## config.mk

```make
export PLATFORM = sky130hd
export DESIGN_NAME = lac_cell
export DESIGN_NICKNAME = d
export VERILOG_FILES = /design/src/rtl/lac_pkg.sv /design/src/rtl/lac_cfg_chain.sv /design/src/rtl/lac_opnd_mux.sv /design/src/rtl/lac_func_unit.sv /design/src/rtl/lac_cfg_check.sv /design/src/rtl/lac_cell.sv
export SDC_FILE = /design/constraint.sdc
export NUM_CORES = 1
export LEC_CHECK = 0
export CORE_UTILIZATION = 53
export DETAILED_ROUTE_END_ITERATION = 8
export PLACE_DENSITY_LB_ADDON = 0.25
export SETUP_SLACK_MARGIN = 0.5
export SLEW_MARGIN = 20
export SYNTH_ARGS = -nofsm -noshare
export SYNTH_HDL_FRONTEND = slang
export SYNTH_SLANG_ARGS = --single-unit
```

## constraint.sdc

```tcl
create_clock -name clk -period 3.5 [get_ports clk]
set_input_delay 0.7 -clock clk [delete_from_list [all_inputs] [get_ports clk]]
set_output_delay 0.7 -clock clk [all_outputs]
set_load 0.005 [all_outputs]
```

## src/rtl/lac_pkg.sv

```systemverilog
package lac_pkg;

   typedef enum logic [2:0] {
      FN_PASS = 3'd0,
      FN_NOT  = 3'd1,
      FN_AND  = 3'd2,
      FN_OR   = 3'd3,
      FN_XOR  = 3'd4
   } lac_fn_e;

   localparam int NBR_N = 4;

   function automatic logic fn_is_dyadic(input logic [2:0] code);
      return (code == FN_AND) || (code == FN_OR) || (code == FN_XOR);
   endfunction

   function automatic logic fn_is_defined(input logic [2:0] code);
      return code <= 3'd4;
   endfunction

endpackage

```

## src/rtl/lac_cfg_chain.sv

```systemverilog
module lac_cfg_chain #(
   parameter int W = 19
) (
   input  logic         clk,
   input  logic         rst_n,
   input  logic         shift_en,
   input  logic         ser_in,
   input  logic         commit,
   output logic         ser_out,
   output logic [W-1:0] word
);

   logic [W-1:0] chain_q;
   logic [W-1:0] word_q;

   always_ff @(posedge clk or negedge rst_n) begin
      if (!rst_n) begin
         chain_q <= '0;
      end else if (shift_en) begin
         chain_q <= {chain_q[W-2:0], ser_in};
      end
   end

   always_ff @(posedge clk or negedge rst_n) begin
      if (!rst_n) begin
         word_q <= '0;
      end else if (commit) begin
         word_q <= chain_q;
      end
   end

   assign ser_out = chain_q[W-1];
   assign word    = word_q;

endmodule

```

## src/rtl/lac_opnd_mux.sv

```systemverilog
module lac_opnd_mux #(
   parameter int N_SRC = 8,
   parameter int SRC_W = 3
) (
   input  logic [N_SRC-1:0] src,
   input  logic [SRC_W-1:0] sel,
   input  logic             neg,
   output logic             val
);

   logic picked;

   always_comb begin
      picked = 1'b0;
      for (int i = 0; i < N_SRC; i++) begin
         if (sel == SRC_W'(i)) picked = src[i];
      end
      val = picked ^ neg;
   end

endmodule

```

## src/rtl/lac_func_unit.sv

```systemverilog
module lac_func_unit
   import lac_pkg::*;
(
   input  logic       op_a,
   input  logic       op_b,
   input  logic [2:0] fn,
   output logic       res
);

   always_comb begin
      unique case (fn)
         FN_PASS: res = op_a;
         FN_NOT:  res = ~op_a;
         FN_AND:  res = op_a & op_b;
         FN_OR:   res = op_a | op_b;
         FN_XOR:  res = op_a ^ op_b;
         default: res = 1'b0;
      endcase
   end

endmodule

```

## src/rtl/lac_cfg_check.sv

```systemverilog
module lac_cfg_check
   import lac_pkg::*;
#(
   parameter int         N_SRC    = 8,
   parameter int         SRC_W    = 3,
   parameter logic [3:0] NBR_MASK = 4'hF
) (
   input  logic [SRC_W-1:0] sel_a,
   input  logic [SRC_W-1:0] sel_b,
   input  logic [2:0]       fn,
   input  logic [N_SRC-1:0] drive,
   output logic             bad
);

   logic ok_a, ok_b, clash_a, clash_b, bus_pair, dead_drive, dyadic;

   always_comb begin
      ok_a    = 1'b0;
      ok_b    = 1'b0;
      clash_a = 1'b0;
      clash_b = 1'b0;
      for (int i = 0; i < N_SRC; i++) begin
         if (sel_a == SRC_W'(i)) begin
            ok_a    = (i >= NBR_N) ? 1'b1 : NBR_MASK[i];
            clash_a = drive[i];
         end
         if (sel_b == SRC_W'(i)) begin
            ok_b    = (i >= NBR_N) ? 1'b1 : NBR_MASK[i];
            clash_b = drive[i];
         end
      end
      dyadic     = fn_is_dyadic(fn);
      bus_pair   = (32'(sel_a) >= NBR_N) && (32'(sel_b) >= NBR_N);
      dead_drive = |(drive[NBR_N-1:0] & ~NBR_MASK);
      bad = !fn_is_defined(fn) || !ok_a || clash_a || dead_drive ||
            (dyadic && (!ok_b || clash_b || bus_pair));
   end

endmodule

```

## src/rtl/lac_cell.sv

```systemverilog
module lac_cell
   import lac_pkg::*;
#(
   parameter int HBUS_N = 2,
   parameter int VBUS_N = 2,
   parameter bit HAS_N  = 1'b1,
   parameter bit HAS_E  = 1'b1,
   parameter bit HAS_S  = 1'b1,
   parameter bit HAS_W  = 1'b1
) (
   input  logic              clk,
   input  logic              rst_n,
   input  logic              cfg_en,
   input  logic              cfg_si,
   input  logic              cfg_load,
   output logic              cfg_so,
   output logic              cfg_err,
   input  logic [3:0]        nbr_in,
   input  logic [HBUS_N-1:0] hbus_in,
   input  logic [VBUS_N-1:0] vbus_in,
   output logic [3:0]        nbr_out,
   output logic [3:0]        nbr_oe,
   output logic [HBUS_N-1:0] hbus_out,
   output logic [HBUS_N-1:0] hbus_oe,
   output logic [VBUS_N-1:0] vbus_out,
   output logic [VBUS_N-1:0] vbus_oe
);

   localparam logic [3:0] NBR_MASK = {HAS_W, HAS_S, HAS_E, HAS_N};
   localparam int N_SRC  = NBR_N + HBUS_N + VBUS_N;
   localparam int SRC_W  = $clog2(N_SRC);
   localparam int CFG_W  = N_SRC + 3 + 2 + 2 * SRC_W;
   localparam int FN_LO  = N_SRC;
   localparam int NEGB_B = N_SRC + 3;
   localparam int NEGA_B = N_SRC + 4;
   localparam int SELB_LO = N_SRC + 5;
   localparam int SELA_LO = N_SRC + 5 + SRC_W;

   if (HBUS_N < 1 || VBUS_N < 1) begin : g_bad_bus
      $error("lac_cell: each bus group needs at least one tap");
   end
   if (!(HAS_N || HAS_E || HAS_S || HAS_W)) begin : g_bad_nbr
      $error("lac_cell: a tile needs at least one neighbour");
   end

   logic [CFG_W-1:0] word;
   logic [N_SRC-1:0] drive;
   logic [2:0]       fn;
   logic [SRC_W-1:0] sel [2];
   logic             neg [2];
   logic             opnd [2];
   logic [N_SRC-1:0] src;
   logic             result;
   logic             bad;
   logic [N_SRC-1:0] oe_all;
   logic [N_SRC-1:0] out_all;

   lac_cfg_chain #(.W(CFG_W)) u_chain (
      .clk      (clk),
      .rst_n    (rst_n),
      .shift_en (cfg_en),
      .ser_in   (cfg_si),
      .commit   (cfg_load),
      .ser_out  (cfg_so),
      .word     (word)
   );

   assign drive  = word[N_SRC-1:0];
   assign fn     = word[FN_LO +: 3];
   assign neg[0] = word[NEGA_B];
   assign neg[1] = word[NEGB_B];
   assign sel[0] = word[SELA_LO +: SRC_W];
   assign sel[1] = word[SELB_LO +: SRC_W];

   assign src = {vbus_in, hbus_in, nbr_in & NBR_MASK};

   for (genvar k = 0; k < 2; k++) begin : g_opnd
      lac_opnd_mux #(.N_SRC(N_SRC), .SRC_W(SRC_W)) u_mux (
         .src (src),
         .sel (sel[k]),
         .neg (neg[k]),
         .val (opnd[k])
      );
   end

   lac_func_unit u_fn (
      .op_a (opnd[0]),
      .op_b (opnd[1]),
      .fn   (fn),
      .res  (result)
   );

   lac_cfg_check #(.N_SRC(N_SRC), .SRC_W(SRC_W), .NBR_MASK(NBR_MASK)) u_chk_cfg (
      .sel_a (sel[0]),
      .sel_b (sel[1]),
      .fn    (fn),
      .drive (drive),
      .bad   (bad)
   );

   assign oe_all  = bad ? '0 : drive;
   assign out_all = {N_SRC{result}} & oe_all;

   assign cfg_err  = bad;
   assign nbr_oe   = oe_all[NBR_N-1:0];
   assign nbr_out  = out_all[NBR_N-1:0];
   assign hbus_oe  = oe_all[NBR_N +: HBUS_N];
   assign hbus_out = out_all[NBR_N +: HBUS_N];
   assign vbus_oe  = oe_all[NBR_N + HBUS_N +: VBUS_N];
   assign vbus_out = out_all[NBR_N + HBUS_N +: VBUS_N];

endmodule

```

Word level (Yosys, flattened, before mapping)
Index checks and enable logic that the tools add are counted.

operators by class
  bitwise logic cells = 7
  muxes and demuxes = 50
  magnitude comparators = 3
  reduce and logical (&&, ||, !) cells = 15
  eq/ne operators = 18

operator list
  cell                  number
  $mux W1               48
  $eq A3 B3 Y1 const B  9
  $eq A3 B2 Y1 const B  6
  $eq A3 B1 Y1 const B  3
  $logic_not A3 Y1      3
  $and A8 B8 Y8         1
  $mux W8               1
  $logic_or A1 B1 Y1    7
  $ge A3 B3 Y1 const B  2
  $pmux W1 S5           1
  $le A3 B3 Y1 const B  1
  $logic_not A1 Y1      3
  $xor A1 B1 Y1         3
  $logic_and A1 B1 Y1   2
  $and A1 B1 Y1         1
  $not A1 Y1            1
  $or A1 B1 Y1          1

word-level totals
  register bits = 38
  output and inout port bits = 18
  input bits = 13

Longest topological paths before layout
  depth in word-level cells = 16
  mapped depth = 12
  gate-level depth less buffers = 11

By module
Synthesis repeated with hierarchy kept, for this count alone.

unflattened totals
  cell total of the unflattened synthesis = 139
  area total of the unflattened synthesis = 2047.0 µm²

modules (own cells, without submodules)
  module         area each (µm²)  times used  seq. area each (µm²)  cells each
  lac_cfg_chain  1516.5           1           950.9                 80
  lac_cfg_check  168.9            1           0.0                   18
  lac_opnd_mux   76.3             2           0.0                   7
  lac_cell       131.4            1           0.0                   17
  lac_func_unit  77.6             1           0.0                   10

Worst setup path before layout
OpenSTA, ideal clock, no wires.

  kind = input -> output
  start point = in vbus_in[0]
  end point = out hbus_out[0]
  data required time = 2.800 ns
  path slack = 0.408 ns
  data arrival time = 2.392 ns
  cell stages on the path = 11
  buffers on the path = 0
  cells stage by stage = mux2i_1 > mux4_2 > nor2_1 > xnor2_1 > inv_1 > ha_1 > nor2_1 > a21oi_1 > a32oi_1 > nand3b_1 > and3_1

between the ends
  cells in the longest elaborated chain, start to end = 6
  elaborated cells between the ends (all ways) = 12

ends and longest elaborated chain
  element                                      line                 RTL
  start, declared                              lac_cell.sv:20       input logic [VBUS_N-1:0] vbus_in,
  $mux W1 (2 in series)                        lac_opnd_mux.sv:16   if (sel == SRC_W'(i)) picked = src[i];
  $xor A1 B1 Y1                                lac_opnd_mux.sv:18   val = picked ^ neg;
  $xor A1 B1 Y1, or another cell as far along  lac_func_unit.sv:16  FN_XOR: res = op_a ^ op_b;
  $pmux W1 S5 (*)                              lac_func_unit.sv:11  unique case (fn)
  $and A8 B8 Y8 (*)                            lac_cell.sv:102      assign out_all = {N_SRC{result}} & oe_all;
  end, declared                                lac_cell.sv:23       output logic [HBUS_N-1:0] hbus_out,

Every way passes the cells marked *; elsewhere a longest branch is shown, timed or not.

Worst setup path in the final report
  start point = reg u_chain.word_q[18] (netlist: u_chain.word[18])
  end point = out hbus_out[0]

between the ends
  cells in the longest elaborated chain, start to end = 15
  elaborated cells between the ends (all ways) = 48

ends and longest elaborated chain
  element                                               line                 RTL
  start, declared                                       lac_cfg_chain.sv:14  logic [W-1:0] word_q;
  start signal, assigned                                lac_cfg_chain.sv:28  word_q <= chain_q;
  branches (longest 14 deep; another with $pmux W1 S5)  n/a
  $and A8 B8 Y8 (*)                                     lac_cell.sv:102

Every way passes the cells marked *.

==> metrics.txt <==
Seq/Total Area, Yosys=a little under half; post-synthesis compound-gate area fraction=under 10%; Max Clock Skew=0.00123 ns; Top FF cell, synth=dfrtp_1; GRT met3 Usage=4.11%; GP Congestion=approximately 0.87; Peak VDD IR=0.433 mV; Clock Pin Slew Worst Setup and Hold Paths=approximately 0.060 ns; asr flop ratio synth=100%; Hold Slack=between 0.5 and 0.6 ns; Site Rows=22; first-pass GRT wire length=just over 7000 um; Worst setup EP type=output port; final antenna-violating net count=0; io pins=31; Vias per Instance=around 5.7; max-slew violation count=0; adder-cell share of the synthesized area=under 10%; wire per inst=16.8 um; Post-route DRC=0; main combinational cell family by area after synthesis=multiplexers; final hold violations=0; grt met2 use=a little under two fifths; Post-Syn Area=around 2000 um2; Post-Syn Nets=roughly 170; mux share of post-synthesis cell area=a little under a third; initial antenna violation count=0; core area=approximately 3700 um2; worst-path fanout max=5; clk root buf=clkbuf_8; pre-CTS setup slack=-0.681 ns; DR pass1 iterations=4; starting density of the core=55.6%; vias after detailed routing=1464; worst-margin pin slew=roughly 0.84 ns; Tot Pwr=about 2.9 mW; CP required=2.80 ns; setup TNS=-0.0981 ns; slew margin rel.=a little over two fifths; Die Y=64.0 um; Max clock buf depth=2; Crit Path Category=reg -> out; Die Wd=64.0 um; pwr dens=approximately 1100 nW/um2; area share of the largest cell type after synthesis=around 47%; Max Cap Viol=0; diode count=0; port bufs=30; synth warn=0; Distinct cells, synth=34; largest net degree at the start of global routing=39; Hold/Removal Path Class=reg -> reg; Yosys top cell by area=dfrtp_1; final wirelength=~4400 um; number of synthesized flops with an enable pin=0; total die area=slightly above 4000 um2; final cell count without fillers=between 200 and 300; top cells by area, synth=dfrtp_1 47%, mux2_2 20%, mux2i_1 4.9%; final worst path period share=101%; post-layout min period=3.52 ns; CTS tree=yes; Achievable Freq=roughly 280 MHz; Initial DRC Count=slightly below 90; failing checks=negative setup slack; startpoint types=flip-flop; number of H-tree levels=2; Final HPWL DP=between 2000 and 3000 um; clock latency on the worst-skew pair=between 0.2 and 0.3 ns; Arr. time, crit path=~2.8 ns; Post-layout nets=between 200 and 250; synthesized flop and latch total=38; Num CTS Buffers=5; Final Setup Violations=6; leakage=about 1.2 nW; global route overflow=0; Simple-Gate Fraction of Synth Area=a little over a tenth; met1 usage=29.5%; global-route usage over all layers=between 20% and 30%; most frequent cells in the layout=37 x mux2_2, 36 x dfrtp_1, 26 x buf_6; global route hottest layer=met2; Mapped Avg Cell Area=13.0 um2; Clock Sinks=38; RSZ-0062 raised after global routing=true; final setup margin=-0.0239 ns; Synth Area in XOR/XNOR=around 1.7%; commonest non-fill, non-tap cell in the layout=mux2_2; outcome=finished, violations left; vias in the first global route=between 1000 and 1500; synth-to-layout area growth=32.7%; dpl cells=roughly 230; cells after synthesis=156; share of cells above drive strength 1=56.9%
==> worst paths after layout <==
path | end | cells past startpoint | from | slack (ns)
setup / recovery | hbus_out[0] | 13 | u_chain.word[18] | -0.02
hold / removal | u_chain.word[13] | 2 | u_chain.chain_q[13] | 0.52
setup reg to reg | u_chain.word[16] | 6 | u_chain.word[16] | 2.16
hold reg to reg | u_chain.word[13] | 2 | u_chain.chain_q[13] | 0.52
max in group asynchronous | u_chain.word[13] | 2 | rst_n | 2.33
min in group asynchronous | u_chain.word[10] | 2 | rst_n | 0.83
==> flip-flops by register name, indices dropped and copies added, names as in the netlist <==
name,cells
u_chain.word,19
u_chain.chain_q,19
==> layout make-up <==
cell class	count	area, um2
repair buffers	56	504
fillers	236	960
multi-input cells	107	1100
well taps	48	60.1
clock buffers	7	76.3
inverters	3	11.3
flip-flops and latches	38	953
==> per-stage QoR <==
stage / instance area (um2) / utilization (%)
3_5_place_dp: 2380 / 65.0
5_1_grt: 2700 / 73.8
2_1_floorplan: 2040 / -
4_1_cts: 2550 / 69.8
3_3_place_gp: 2380 / 65.0
6_report: 2700 / 73.8
==> layer usage <==
metal / vias up / wire [um] / part of all wire (%)
li1: 680 / - / -
met1: 725 / 1900 / 44
met2: 45 / 2130 / 49
met3: 14 / 176 / 4.0
met4: 0 / 146 / 3.4
met5: - / 0 / 0
==> timing repair <==
action                     in CTS  in global routing
cloned                          2                  0
hold endpoints to repair        0                  0
setup endpoints to repair      17                 17
pin swaps                      17                  5
hold buffers                    0                  0
buffers inserted               14                  5
resized for setup             114                 23
==> cell usage after synthesis (2+ instances only) <==
library cell  instances
a21oi_1               3
and2_1                8
and3_1                8
buf_6                 3
clkbuf_1              5
dfrtp_1              38
ha_1                  2
inv_1                 2
mux2_2               37
mux2i_1              10
mux4_2                2
mux4_4                2
nand2_1               3
nor2_1                7
nor3b_1               2
nor4b_1               2
o21ai_0               3
xnor2_1               2
xor2_1                2
==> report_power, final <==
| group | switching, mW | leakage, nW | internal [mW] | total [mW] |
|---|---|---|---|---|
| logic | 0.622 | 0.720 | 1.12 | 1.74 |
| clock network | 0.128 | 0.0383 | 0.137 | 0.264 |
| registers | 0.246 | 0.454 | 0.621 | 0.868 |
==> worst max-delay path, cell delays in order, from the launching register on <==
cell and delay (ns):
dfrtp_2 0.46, mux2i_1 0.14, mux4_2 0.48, nor2_2 0.12, xnor2_1 0.15, inv_1 0.07, ha_2 0.17, nor2_1 0.08
a21oi_1 0.05, a32oi_1 0.18, nand3b_1 0.18, buf_4 0.19, and3_4 0.16, buf_6 0.11
==> kinds of logic (layout without fill, tap and decap cells) <==
family                   Yosys count  in the layout
AO/OA/AOI/OAI                     12             14
multiplexers                      51             51
flip-flops                        38             38
AND/OR/NAND/NOR                   36             36
buffers and inverters             13             66
XOR/XNOR                           4              4
adder cells (fa/ha/maj)            2              2
(Power assumes the default switching activity.)
